===== config.mk =====
export PLATFORM = sky130hd
export DESIGN_NAME = exc_entry_ctrl
export DESIGN_NICKNAME = d
export VERILOG_FILES = /design/src/rtl/exc_pkg.sv /design/src/rtl/exc_arbiter.sv /design/src/rtl/exc_entry_fsm.sv /design/src/rtl/exc_status_builder.sv /design/src/rtl/exc_entry_ctrl.sv
export SDC_FILE = /design/constraint.sdc
export NUM_CORES = 1
export LEC_CHECK = 0
export ABC_AREA = 1
export BUFFER_PORTS_ARGS = -buffer_cell sky130_fd_sc_hd__clkbuf_2
export CORE_UTILIZATION = 39
export DETAILED_ROUTE_END_ITERATION = 8
export PLACE_DENSITY = 0.78
export SLEW_MARGIN = 5
export SYNTH_ARGS = -nofsm -noshare
export SYNTH_HDL_FRONTEND = slang
export SYNTH_SLANG_ARGS = --single-unit

===== constraint.sdc =====
create_clock -name clk -period 1.6 [get_ports clk]
set_clock_uncertainty 0.2 [all_clocks]
set_input_delay 0.08 -clock clk [delete_from_list [all_inputs] [get_ports clk]]
set_output_delay 0.08 -clock clk [all_outputs]
set_load 0.1 [all_outputs]

===== src/rtl/exc_pkg.sv =====
package exc_pkg;

    typedef enum logic [2:0] {
        K_NONE = 3'd0,
        K_DABT = 3'd1,
        K_PABT = 3'd2,
        K_FIQ  = 3'd3,
        K_IRQ  = 3'd4,
        K_UND  = 3'd5,
        K_SWI  = 3'd6
    } exc_kind_e;

    localparam int NSRC   = 6;
    localparam int MODE_W = 5;

    // priority slots, index 0 is highest
    localparam int IDX_DABT = 0;
    localparam int IDX_PABT = 1;
    localparam int IDX_FIQ  = 2;
    localparam int IDX_IRQ  = 3;
    localparam int IDX_UND  = 4;
    localparam int IDX_SWI  = 5;

    localparam logic [NSRC-1:0] MASKABLE = NSRC'((1 << IDX_FIQ) | (1 << IDX_IRQ));

    localparam logic [MODE_W-1:0] M_USR = 5'b10000;
    localparam logic [MODE_W-1:0] M_FIQ = 5'b10001;
    localparam logic [MODE_W-1:0] M_IRQ = 5'b10010;
    localparam logic [MODE_W-1:0] M_SVC = 5'b10011;
    localparam logic [MODE_W-1:0] M_ABT = 5'b10111;
    localparam logic [MODE_W-1:0] M_UND = 5'b11011;

    function automatic logic [MODE_W-1:0] kind_mode(input exc_kind_e k);
        logic [MODE_W-1:0] m;
        unique case (k)
            K_DABT, K_PABT: m = M_ABT;
            K_FIQ:          m = M_FIQ;
            K_IRQ:          m = M_IRQ;
            K_UND:          m = M_UND;
            K_SWI:          m = M_SVC;
            default:        m = M_USR;
        endcase
        return m;
    endfunction

    function automatic logic [7:0] kind_offset(input exc_kind_e k);
        logic [7:0] o;
        unique case (k)
            K_UND:   o = 8'h04;
            K_SWI:   o = 8'h08;
            K_PABT:  o = 8'h0C;
            K_DABT:  o = 8'h10;
            K_IRQ:   o = 8'h18;
            K_FIQ:   o = 8'h1C;
            default: o = 8'h00;
        endcase
        return o;
    endfunction

endpackage


===== src/rtl/exc_arbiter.sv =====
module exc_arbiter
    import exc_pkg::*;
#(
    parameter int N = NSRC,
    parameter logic [N-1:0] MASK_EN = MASKABLE
) (
    input  logic [N-1:0] req,
    input  logic [N-1:0] mask,
    output logic [N-1:0] grant
);
    logic [N-1:0] eff;
    logic [N:0]   seen;

    assign eff     = req & ~(mask & MASK_EN);
    assign seen[0] = 1'b0;

    for (genvar i = 0; i < N; i++) begin : g_chain
        assign grant[i]  = eff[i] & ~seen[i];
        assign seen[i+1] = seen[i] | eff[i];
    end
endmodule


===== src/rtl/exc_entry_fsm.sv =====
module exc_entry_fsm
    import exc_pkg::*;
#(
    parameter int N     = NSRC,
    parameter int SW    = 32,
    parameter int I_BIT = 7,
    parameter int F_BIT = 6
) (
    input  logic          clk,
    input  logic          rst_n,
    input  logic [N-1:0]  grant,
    input  logic [SW-1:0] status_in,
    output logic          save_o,
    output logic          take_o,
    output exc_kind_e     kind_o,
    output logic [SW-1:0] status_q_o
);
    typedef enum logic [1:0] {ST_IDLE, ST_SAVE, ST_SWITCH} st_e;

    st_e           state, state_nx;
    exc_kind_e     kind_q, kind_enc;
    logic [SW-1:0] status_q;
    logic          hit;

    assign hit = |grant;

    always_comb begin
        kind_enc = K_NONE;
        for (int i = N - 1; i >= 0; i--) begin
            if (grant[i]) kind_enc = exc_kind_e'(3'(i + 1));
        end
    end

    always_comb begin
        state_nx = state;
        unique case (state)
            ST_IDLE:   if (hit) state_nx = ST_SAVE;
            ST_SAVE:   state_nx = ST_SWITCH;
            ST_SWITCH: state_nx = ST_IDLE;
            default:   state_nx = ST_IDLE;
        endcase
    end

    always_ff @(posedge clk or negedge rst_n) begin
        if (!rst_n) state <= ST_IDLE;
        else        state <= state_nx;
    end

    always_ff @(posedge clk or negedge rst_n) begin
        if (!rst_n) begin
            kind_q   <= K_NONE;
            status_q <= '0;
        end else if (state == ST_IDLE && hit) begin
            kind_q   <= kind_enc;
            status_q <= status_in;
        end
    end

    always_comb begin
        save_o = 1'b0;
        take_o = 1'b0;
        unique case (state)
            ST_SAVE:   save_o = 1'b1;
            ST_SWITCH: take_o = 1'b1;
            default:   ;
        endcase
    end

    assign kind_o     = kind_q;
    assign status_q_o = status_q;

    p_save_then_take_r2: assert property (@(posedge clk) disable iff (!rst_n)
        save_o |=> take_o);
    p_take_after_save_r2: assert property (@(posedge clk) disable iff (!rst_n)
        take_o |-> $past(save_o));
    p_kind_held_r8: assert property (@(posedge clk) disable iff (!rst_n)
        save_o |=> $stable(kind_q) && $stable(status_q));
    p_irq_masked_r4: assert property (@(posedge clk) disable iff (!rst_n)
        (state == ST_IDLE && grant[IDX_IRQ]) |-> !status_in[I_BIT]);
    p_fiq_masked_r4: assert property (@(posedge clk) disable iff (!rst_n)
        (state == ST_IDLE && grant[IDX_FIQ]) |-> !status_in[F_BIT]);
endmodule


===== src/rtl/exc_status_builder.sv =====
module exc_status_builder
    import exc_pkg::*;
#(
    parameter int SW    = 32,
    parameter int AW    = 32,
    parameter logic [AW-1:0] VEC_BASE = '0,
    parameter int I_BIT = 7,
    parameter int F_BIT = 6,
    parameter int T_BIT = 5
) (
    input  logic              clk,
    input  logic              rst_n,
    input  logic              take,
    input  exc_kind_e         kind,
    input  logic [SW-1:0]     old_status,
    output logic [MODE_W-1:0] mode,
    output logic [AW-1:0]     vector,
    output logic [SW-1:0]     new_status
);
    logic set_f;

    assign mode   = kind_mode(kind);
    assign vector = VEC_BASE + AW'(kind_offset(kind));
    assign set_f  = (kind == K_FIQ) || (kind == K_DABT) || (kind == K_PABT);

    always_comb begin
        new_status             = old_status;
        new_status[MODE_W-1:0] = mode;
        new_status[T_BIT]      = 1'b0;
        new_status[I_BIT]      = 1'b1;
        if (set_f) new_status[F_BIT] = 1'b1;
    end

    p_arm_state_r7: assert property (@(posedge clk) disable iff (!rst_n)
        take |-> !new_status[T_BIT] && new_status[I_BIT]);
    p_fiq_vector_r6: assert property (@(posedge clk) disable iff (!rst_n)
        (take && mode == M_FIQ) |-> vector == VEC_BASE + AW'(8'h1C));
    p_mode_priv_r5: assert property (@(posedge clk) disable iff (!rst_n)
        take |-> mode != M_USR);
endmodule


===== src/rtl/exc_entry_ctrl.sv =====
module exc_entry_ctrl
    import exc_pkg::*;
#(
    parameter int SW    = 32,
    parameter int AW    = 32,
    parameter logic [AW-1:0] VEC_BASE = '0,
    parameter int I_BIT = 7,
    parameter int F_BIT = 6,
    parameter int T_BIT = 5
) (
    input  logic              clk,
    input  logic              rst_n,
    input  logic              req_dabt,
    input  logic              req_pabt,
    input  logic              req_fiq,
    input  logic              req_irq,
    input  logic              req_und,
    input  logic              req_swi,
    input  logic [SW-1:0]     status_in,
    output logic              save_o,
    output logic [SW-1:0]     saved_status_o,
    output logic              take_o,
    output logic [MODE_W-1:0] mode_o,
    output logic [AW-1:0]     vector_o,
    output logic [SW-1:0]     status_o
);
    logic [NSRC-1:0]   req_v, mask_v, grant;
    logic              save_w, take_w;
    exc_kind_e         kind;
    logic [SW-1:0]     old_status, new_status;
    logic [MODE_W-1:0] mode_w;
    logic [AW-1:0]     vec_w;

    always_comb begin
        req_v           = '0;
        req_v[IDX_DABT] = req_dabt;
        req_v[IDX_PABT] = req_pabt;
        req_v[IDX_FIQ]  = req_fiq;
        req_v[IDX_IRQ]  = req_irq;
        req_v[IDX_UND]  = req_und;
        req_v[IDX_SWI]  = req_swi;
        mask_v          = '0;
        mask_v[IDX_FIQ] = status_in[F_BIT];
        mask_v[IDX_IRQ] = status_in[I_BIT];
    end

    exc_arbiter #(.N(NSRC), .MASK_EN(MASKABLE)) u_arb (
        .req   (req_v),
        .mask  (mask_v),
        .grant (grant)
    );

    exc_entry_fsm #(.N(NSRC), .SW(SW), .I_BIT(I_BIT), .F_BIT(F_BIT)) u_fsm (
        .clk        (clk),
        .rst_n      (rst_n),
        .grant      (grant),
        .status_in  (status_in),
        .save_o     (save_w),
        .take_o     (take_w),
        .kind_o     (kind),
        .status_q_o (old_status)
    );

    exc_status_builder #(
        .SW(SW), .AW(AW), .VEC_BASE(VEC_BASE),
        .I_BIT(I_BIT), .F_BIT(F_BIT), .T_BIT(T_BIT)
    ) u_bld (
        .clk        (clk),
        .rst_n      (rst_n),
        .take       (take_w),
        .kind       (kind),
        .old_status (old_status),
        .mode       (mode_w),
        .vector     (vec_w),
        .new_status (new_status)
    );

    assign save_o         = save_w;
    assign take_o         = take_w;
    assign saved_status_o = save_w ? old_status : '0;
    assign mode_o         = take_w ? mode_w     : '0;
    assign vector_o       = take_w ? vec_w      : '0;
    assign status_o       = take_w ? new_status : '0;

    p_quiet_outside_r9: assert property (@(posedge clk) disable iff (!rst_n)
        !take_o |-> (mode_o == '0 && vector_o == '0 && status_o == '0));
    p_no_overlap_r2: assert property (@(posedge clk) disable iff (!rst_n)
        !(save_o && take_o));
endmodule


Yosys cells after proc, flatten, opt, wreduce, memory -nomap -nowiden
Index checks and enable logic that the tools add are counted.

Bits in registers: 37.

Muxes and demuxes: 17. Equal/unequal tests: 9. Reductions and logical operators: 6. Bitwise logic cells: 16.

Operators by type and width (count): two-way mux 32 bit (2); case mux 5 bit (6 select lines) (1); case mux 4 bit (5 select lines) (1); two-way mux 3 bit (6); equality test 3 bit (second input constant) (3); two-way mux 8 bit (1); AND 6 bit (1); equality test 3 x 2 -> 1 bit (second input constant) (2); NOT 4 -> 6 bit (1); OR reduction 6 bit (1); AND 1 bit (5); two-way mux 5 bit (1); NOT 1 bit (5); OR 1 bit (4); case mux 2 bit (2 select lines) (1); equality test 3 x 1 -> 1 bit (second input constant) (1); two-way mux 1 bit (3); equality test 2 x 1 -> 1 bit (second input constant) (1); equality test 2 bit (second input constant) (1); logical NOT 2 bit (1); logical OR 1 bit (2); two-way mux 2 bit (1); != test 2 x 1 -> 1 bit (second input constant) (1); OR reduction 2 bit (1); logical AND 1 bit (1).

Depth between registers and ports, before layout
Gate-level depths: netlist (run 1).

Depth in word-level cells: 14. Mapped depth: 9.

Hierarchy
A second synthesis (run 1) with hierarchy kept.

Cells, all modules: 491. Area total of the unflattened synthesis: 3007.9 µm².

By module, submodules not included: exc_entry_fsm (sequential area each 925.9 µm², area each 1514.0 µm², times used 1, cells each 175); exc_entry_ctrl (sequential area each 0.0 µm², area each 855.8 µm², times used 1, cells each 214); exc_status_builder (sequential area each 0.0 µm², area each 561.8 µm², times used 1, cells each 86); exc_arbiter (sequential area each 0.0 µm², area each 76.3 µm², times used 1, cells each 16).

Worst setup path after synthesis (run 1)
No wires, ideal clock.

Kind: register -> output. From: register u_fsm.state[0]. To: output status_o[2]. Data arrival time: 5117 ps. Stages on the path, launching flop included: 5. Required time: 1320 ps. Slack: -3797 ps. Path through: dfrtp_1 -> nor2_1 -> o21ai_0 -> nor3_1 -> buf_4.

Word-level cells in the longest chain between the ends: 3.

RTL lines: from (decl) (RTL line exc_entry_fsm.sv:20) `st_e state, state_nx;`; from (signal assigned) (RTL line exc_entry_fsm.sv:46) `else state <= state_nx;`; equality test 2 bit (RTL line exc_entry_fsm.sv:62) `unique case (state)`; two-way mux 1 bit (RTL line exc_entry_fsm.sv:62); named net take_o (RTL line exc_entry_ctrl.sv:22) `output logic take_o,`; two-way mux 32 bit (RTL line exc_entry_ctrl.sv:83) `assign status_o = take_w ? new_status : '0;`; to (decl) (RTL line exc_entry_ctrl.sv:25) `output logic [SW-1:0] status_o`.

The timed path passes the listed nets, and every way through them passes these cells.

Worst setup path in the final report (run 1)
From: register u_fsm.state[1]. To: output mode_o[1].

Word-level cells in the longest chain between the ends: 3.

RTL lines: equality test 2 bit (RTL line exc_entry_fsm.sv:62); two-way mux 1 bit (RTL line exc_entry_fsm.sv:62); two-way mux 5 bit (RTL line exc_entry_ctrl.sv:81) `assign mode_o = take_w ? mode_w : '0;`; to (decl) (RTL line exc_entry_ctrl.sv:23) `output logic [MODE_W-1:0] mode_o,`.

No other way between the ends.

==> results.txt, run 1 <==
Status: finished, violations left
Failing checks: setup timing
Starting density of the core: 41.10%
Vias in the first global route: 2,895
CP arrival: 1.70 ns
Max-Cap Viols: 0
Setup TNS: -20.95 ns
HPWL Detailed: 6.079 mm
DR WL/cell: 25.32 um
Crit-path cells: inv_2, nor2_4, buf_12, inv_12, a211oi_4, buf_12
RSZ-0062 raised after global routing: true
Reg clk slew, reported paths: 0.08 ns
Die width: 78.88 um
Crit end category: output pin
Ratio of cells with drive above 1 in the final layout: 49.80%
CP required: 1.32 ns
Cell area after synthesis: 0.002305 mm2
First-pass GRT wire length: 15.04 mm
Die footprint: 0.006221 mm2
Height of the chip: 78.88 um
Final setup margin: -0.3838 ns
H-tree depth: 2
Critical path's slowest cell: dfrtp_1
Avg Vias per Cell: 5.653
Post-synth cell types: 25
EDFF count, synth: 0
Nets: 536
GRT overflow: 0
# clock sinks: 37
Synth top cells by count: 79 x nand2_1, 60 x nor2_1, 44 x inv_1
Worst slew margin: 60.24%
Post-synthesis async set-or-reset flop share: 100.0%
Initial antenna violation count: 0
Tightest Pin Transition: 0.5964 ns
Max clock buf depth: 2
Iteration-0 DRC Markers: 251
Cell with the most instances after synthesis: nand2_1
Hold wc startpoint: req_pabt
Top cells by area, synth: dfrtp_1 40%, nand2_1 13%, buf_4 12%, nor2_1 9.8%, nand3_1 8.3%
Setup violators final: 108
WP buf/inv: 4
Final Max Tran Viols: 0
Rows: 27
Setup CP Type: reg2out
# diodes: 0
Largest net degree at the start of global routing: 37
Setup WS pre-CTS: 0.007270 ns
DRC viols: 0
Worst path most repeated cell: buf_12
Via count: 3,211
Core area: 0.005608 mm2
Avg Inst Size Synth: 6.984 um2
Max stage delay on crit path: 0.43 ns
CP max FO: 11
Register bit total from synthesis: 37
Final ANT Viol Nets: 0
Number of I/O pins: 143
Sequential area share after synthesis: 40.17%
Cells after synthesis: 330
Cell family with most CP delay: buffers and inverters
I/O Buffers: 112
Routability Congestion: 0.7996
Yosys top cell by area: dfrtp_1
Max Freq: 504.1 MHz
CTS tree: built
Hold Path Class: in2reg
Post-synth top flop: dfrtp_1
Crit share post-route: 124.0%
TritonCTS Buffers: 5
Area growth from synthesis to layout: 133.5%
Final Critical Period: 1.984 ns
Clock root cell: clkbuf_8
Reg-to-Reg Start: u_fsm.state[1]
1st-pass router iterations: 7
Final hold vios: 0
GRT Total Usage: 31.63%
Critical path launch point: u_fsm.state[1]
Yosys warns: 0
Clock Latency Late Sink: 0.28 ns
Kind of start point of the critical path: register
Post-synth top area share: 40.17%
WL final: 14.38 mm
## cells by family after synthesis
family                 Yosys count  share of synthesized area, %
other                            1                        0.1627
flip-flops                      37                         40.17
AND/OR/NAND/NOR                188                         34.96
AO/OA/AOI/OAI                    6                         1.520
buffers and inverters           98                         23.18
## cell usage in the layout (no fill, tap or decap), types with 4 or more instances in the layout
cell type      count
dfrtp_1           35
nand2_4            4
buf_6              7
dlygate4sd3_1     34
nand3_1           30
nand3_2            7
conb_1            30
clkbuf_8           6
buf_4             12
nand2_2            4
clkbuf_2          39
clkbuf_16          4
nor2_4            61
nand2_1           74
inv_1             41
buf_12            80
## layer usage
metal	wire [um]	share of wire, %	global-route usage, %	vias to the layer above
li1	-	-	-	1261
met1	4600	32	35.48	1546
met3	1349	9.4	6.897	108
met4	1284	8.9	12.18	0
met2	7147	50	58.09	296
met5	0	0	0	-
## flip-flops by register name, summed over array words and instances (netlist names)
name,flops
u_fsm.status_q_o,32
u_fsm.kind_o,3
u_fsm.state,2
## worst paths after layout
kind	end	slack, ns	cells past startpoint
min	u_fsm.kind_o[1]	0.09	5
max reg2reg	u_fsm.status_q_o[0]	-0.14	8
min reg2reg	u_fsm.status_q_o[25]	0.29	2
max in group asynchronous	u_fsm.status_q_o[31]	0.50	3
max	mode_o[1]	-0.38	6
min in group asynchronous	u_fsm.kind_o[1]	0.16	2
## per-stage QoR
stage | utilization [%] | cells | cell area (um2) | hold WS, ns
finish | 95.96 | 568 | 5381 | 0.08710
global route | 95.96 | 568 | 5381 | 0.1089
CTS | 89.96 | 551 | 5045 | 0.02883
detailed placement | 79.88 | 504 | 4479 | -0.1097
global placement | 79.88 | 504 | 4479 | -0.1205
floorplan | - | 359 | 2992 | -0.4156
## layout make-up
class                           count  area, um2
Clock buffer                        7      86.33
Fill cell                         116      226.5
Inverter                           46      188.9
Multi-Input combinational cell    226       1592
Sequential cell                    37      928.4
Tap cell                           72      90.09
Timing Repair Buffer              180       2496
## repair_timing
action	in CTS	in global routing
resized for setup	17	28
setup buffers	4	10
setup endpoints to repair	73	108
cloned	1	9
pin swaps	4	22
hold buffers	35	0
hold endpoints to repair	70	0
## worst reg2reg max path, delay by kind of cell (launching register included)
family	cells	cell delay, ns
flip-flops	1	0.44
buffers and inverters	5	0.68
AND/OR/NAND/NOR	3	0.36
Power of run 1 is left out: the tool's default activity adds up to more than one toggle a clock period on the data nets, which glitch-free logic cannot reach.
==> inputs of run 2 (changes only) <==
--- a/config.mk
+++ b/config.mk
@@ -5,11 +5,10 @@
 export SDC_FILE = /design/constraint.sdc
 export NUM_CORES = 1
 export LEC_CHECK = 0
-export ABC_AREA = 1
 export BUFFER_PORTS_ARGS = -buffer_cell sky130_fd_sc_hd__clkbuf_2
-export CORE_UTILIZATION = 39
+export CORE_UTILIZATION = 43
 export DETAILED_ROUTE_END_ITERATION = 8
-export PLACE_DENSITY = 0.78
+export PLACE_DENSITY = 0.85
 export SLEW_MARGIN = 5
 export SYNTH_ARGS = -nofsm -noshare
 export SYNTH_HDL_FRONTEND = slang
==> run 2 against run 1 <==
Effect of this change: the flow now stops in 4_1_cts; area after synthesis decreased by 3.3%; synthesized cell count decreased by 35%.
==> results.txt, run 2 <==
I/O Buffers: 112
Routability Congestion: 0.7255
Register bit total from synthesis: 37
Top cells by area, synth: dfrtp_1 42%, mux2_1 17%, and2_1 16%, buf_4 12%, clkbuf_1 1.5%
Post-synth cell types: 24
Height of the chip: 74.01 um
Post-synth top area share: 41.53%
Starting density of the core: 45.99%
Synth top cells by count: 56 x and2_1, 37 x buf_4, 37 x dfrtp_1
Cell area after synthesis: 0.002230 mm2
Post-synthesis async set-or-reset flop share: 100.0%
Sequential area share after synthesis: 41.53%
Yosys warns: 0
HPWL Detailed: 4.897 mm
Setup Buffers After CTS: 8
Post-synth top flop: dfrtp_1
Max clock buf depth: 2
Fail Step: 4_1_cts
H-tree depth: 2
Number of I/O pins: 143
Rows: 25
Post-cts sizing count: 28
Post-CTS Hold Buffers: 36
Yosys top cell by area: dfrtp_1
First Error: [ERROR DPL-0033] detailed placement checks failed during check placement.
TritonCTS Buffers: 5
# clock sinks: 37
Cells after synthesis: 216
Cell with the most instances after synthesis: and2_1
Avg Inst Size Synth: 10.32 um2
Status: did not finish
Clock root cell: clkbuf_8
Die width: 74.01 um
EDFF count, synth: 0
run 2: changes by cell type after synthesis, moves of 33 or more:
cell,previous run,this run
nand2_1,79,0
nor2_1,60,8
nand3_1,38,0
and2_1,0,56
inv_1,44,3
mux2_1,0,33
run 2: cell families after synthesis:
logic type      synth area share (%)
simple gates                   21.49
buf+inv                        16.16
flops                          41.53
mux                            17.12
compound gates                 3.143
xor+xnor                      0.3929
other cells                   0.1682
run 2: through the flow:
step                      area [um2]  worst slack (ns)  utilization (%)  instances  hold WS [ns]
after global placement          4158           -0.1280            85.75        393       -0.1620
after detailed placement        4158           -0.2042            85.75        393       -0.1416
after floorplan                 2698           -0.5146                -        245       -0.4156
==> inputs of run 3 (changes only) <==
--- a/config.mk
+++ b/config.mk
@@ -6,9 +6,9 @@
 export NUM_CORES = 1
 export LEC_CHECK = 0
 export BUFFER_PORTS_ARGS = -buffer_cell sky130_fd_sc_hd__clkbuf_2
-export CORE_UTILIZATION = 43
+export CORE_UTILIZATION = 40
 export DETAILED_ROUTE_END_ITERATION = 8
-export PLACE_DENSITY = 0.85
+export PLACE_DENSITY_LB_ADDON = 0.15
 export SLEW_MARGIN = 5
 export SYNTH_ARGS = -nofsm -noshare
 export SYNTH_HDL_FRONTEND = slang
==> run 3 against run 2 <==
Effect of this change: synthesized cell count unchanged; the flow now finishes, with violations (setup timing); area after synthesis unchanged.
==> results.txt, run 3 <==
Kind of start point of the critical path: register
Register bit total from synthesis: 37
Critical path's slowest cell: dfrtp_1
CP max FO: 14
Vias in the first global route: 2,427
Crit-path cells: buf_6, nor2b_4, buf_6, and2_4, buf_12
# clock sinks: 37
Hold Path Class: in2reg
First-pass GRT wire length: 13.21 mm
Worst path most repeated cell: buf_6
Starting density of the core: 42.57%
Setup CP Type: reg2out
Synth top cells by count: 56 x and2_1, 37 x buf_4, 37 x dfrtp_1
Largest net degree at the start of global routing: 22
Area growth from synthesis to layout: 116.4%
Rows: 26
WHS Path Cells: 4
Avg Vias per Cell: 4.769
Routability Congestion: 0.7853
Failing checks: setup timing
Die width: 76.66 um
Reg clk slew, reported paths: 0.07 ns
Post-synthesis async set-or-reset flop share: 100.0%
Yosys warns: 0
Setup TNS: -18.31 ns
GRT overflow: 0
Cell with the most instances after synthesis: and2_1
Max clock buf depth: 2
Reg-to-Reg Start: u_fsm.state[0]
H-tree depth: 2
EDFF count, synth: 0
# diodes: 0
Max stage delay on crit path: 0.39 ns
Via count: 2,146
Clock Latency Late Sink: 0.29 ns
Sequential area share after synthesis: 41.53%
Setup violators final: 106
Ratio of cells with drive above 1 in the final layout: 59.21%
Initial antenna violation count: 0
Number of I/O pins: 143
Status: finished, violations left
Crit end category: output pin
Setup WS pre-CTS: -0.1714 ns
WL final: 8.113 mm
Hold EP: u_fsm.kind_o[2]
Nets: 420
Post-synth top area share: 41.53%
RSZ-0062 raised after global routing: true
Most common cell after layout, fill and taps aside: buf_12
R2R Setup Slk: -0.19 ns
Yosys top cell by area: dfrtp_1
Avg Inst Size Synth: 10.32 um2
DRC viols: 0
Max-Cap Viols: 0
Final setup margin: -0.2247 ns
Cell area after synthesis: 0.002230 mm2
CTS tree: built
Core area: 0.005238 mm2
Post-synth cell types: 24
DR WL/cell: 18.03 um
CP required: 1.32 ns
Height of the chip: 76.66 um
Hold wc startpoint: req_swi
Cells after synthesis: 216
R2r endpoint: u_fsm.status_q_o[17]
Top cells by area, synth: dfrtp_1 42%, mux2_1 17%, and2_1 16%, buf_4 12%, clkbuf_1 1.5%
Final Critical Period: 1.825 ns
Finished Layout Cells: 450
Reg2reg path depth: 5
Most frequent cells in the layout: 80 x buf_12, 56 x and2_4, 39 x clkbuf_2
Final hold vios: 0
Crit share post-route: 114.0%
Hold slack: 0.07707 ns
Placed Instances: 396
CP arrival: 1.54 ns
Max reg flops: 32
1st-pass router iterations: 4
Post-synth top flop: dfrtp_1
TritonCTS Buffers: 5
Iteration-0 DRC Markers: 76
I/O Buffers: 112
Max Freq: 548.0 MHz
GRT Total Usage: 29.44%
HPWL Detailed: 4.661 mm
Final ANT Viol Nets: 0
Die footprint: 0.005877 mm2
Clock root cell: clkbuf_8
Final Max Tran Viols: 0
run 3: cell counts after synthesis:
Identical to the previous run, type by type.
run 3: cell type report:
class                           count  area, um2
Tap cell                           70      87.58
Inverter                            4      20.02
Sequential cell                    37      929.6
Multi-Input combinational cell    155       1309
Timing Repair Buffer              177       2394
Clock buffer                        7      86.33
Fill cell                         180      411.6
run 3: logic make-up (layout without fill, tap and decap cells):
| logic type | after synthesis | count (layout) | synth area share (%) |
|---|---|---|---|
| muxes | 34 | 34 | 17.12 |
| and+or+nand+nor | 80 | 80 | 21.49 |
| DFF | 37 | 37 | 41.53 |
| AOI/OAI and AO/OA | 10 | 10 | 3.143 |
| other | 1 | 30 | 0.1682 |
| xor gates and xnor gates | 1 | 1 | 0.3929 |
| buffers and inverters | 53 | 188 | 16.16 |
run 3: per-stage QoR:
step           utilization (%)  cell area, um2
6_report                 92.14            4826
4_1_cts                  91.76            4806
3_5_place_dp             79.22            4149
5_1_grt                  92.14            4826
3_3_place_gp             79.22            4149
2_1_floorplan                -            2698
run 3: worst max-delay path by stage:
stage / start / end / slack, ns
finish: u_fsm.state[1] / saved_status_o[14] / -0.22
global route: u_fsm.state[0] / status_o[1] / -0.27
CTS: u_fsm.state[1] / saved_status_o[12] / -0.23
detailed placement: req_irq / u_fsm.status_q_o[30] / -0.17
global placement: req_irq / u_fsm.status_q_o[28] / -0.13
floorplan: u_fsm.state[0] / status_o[1] / -0.51
run 3: per-layer routing:
layer | global-route usage, % | vias to the layer above | wire [um]
met5 | 0 | - | 0
met2 | 55.98 | 109 | 4601
met1 | 30.76 | 1064 | 2846
met4 | 12.50 | 0 | 244
met3 | 6.310 | 20 | 421
li1 | - | 953 | -
run 3: what timing repair did:
item	4_1_cts	5_1_grt
hold buffers	36	0
gates resized for setup	21	8
pin swaps	13	2
setup buffers	9	2
setup endpoints to repair	106	106
cloned	2	1
hold endpoints to repair	71	0
run 3: worst max-delay path, delay by kind of cell (launching register included):
kind / cells / cell delay, ns
buffers and inverters: 3 / 0.51
DFF: 1 / 0.39
and+or+nand+nor: 2 / 0.35
Power of run 3 is left out for the same reason.
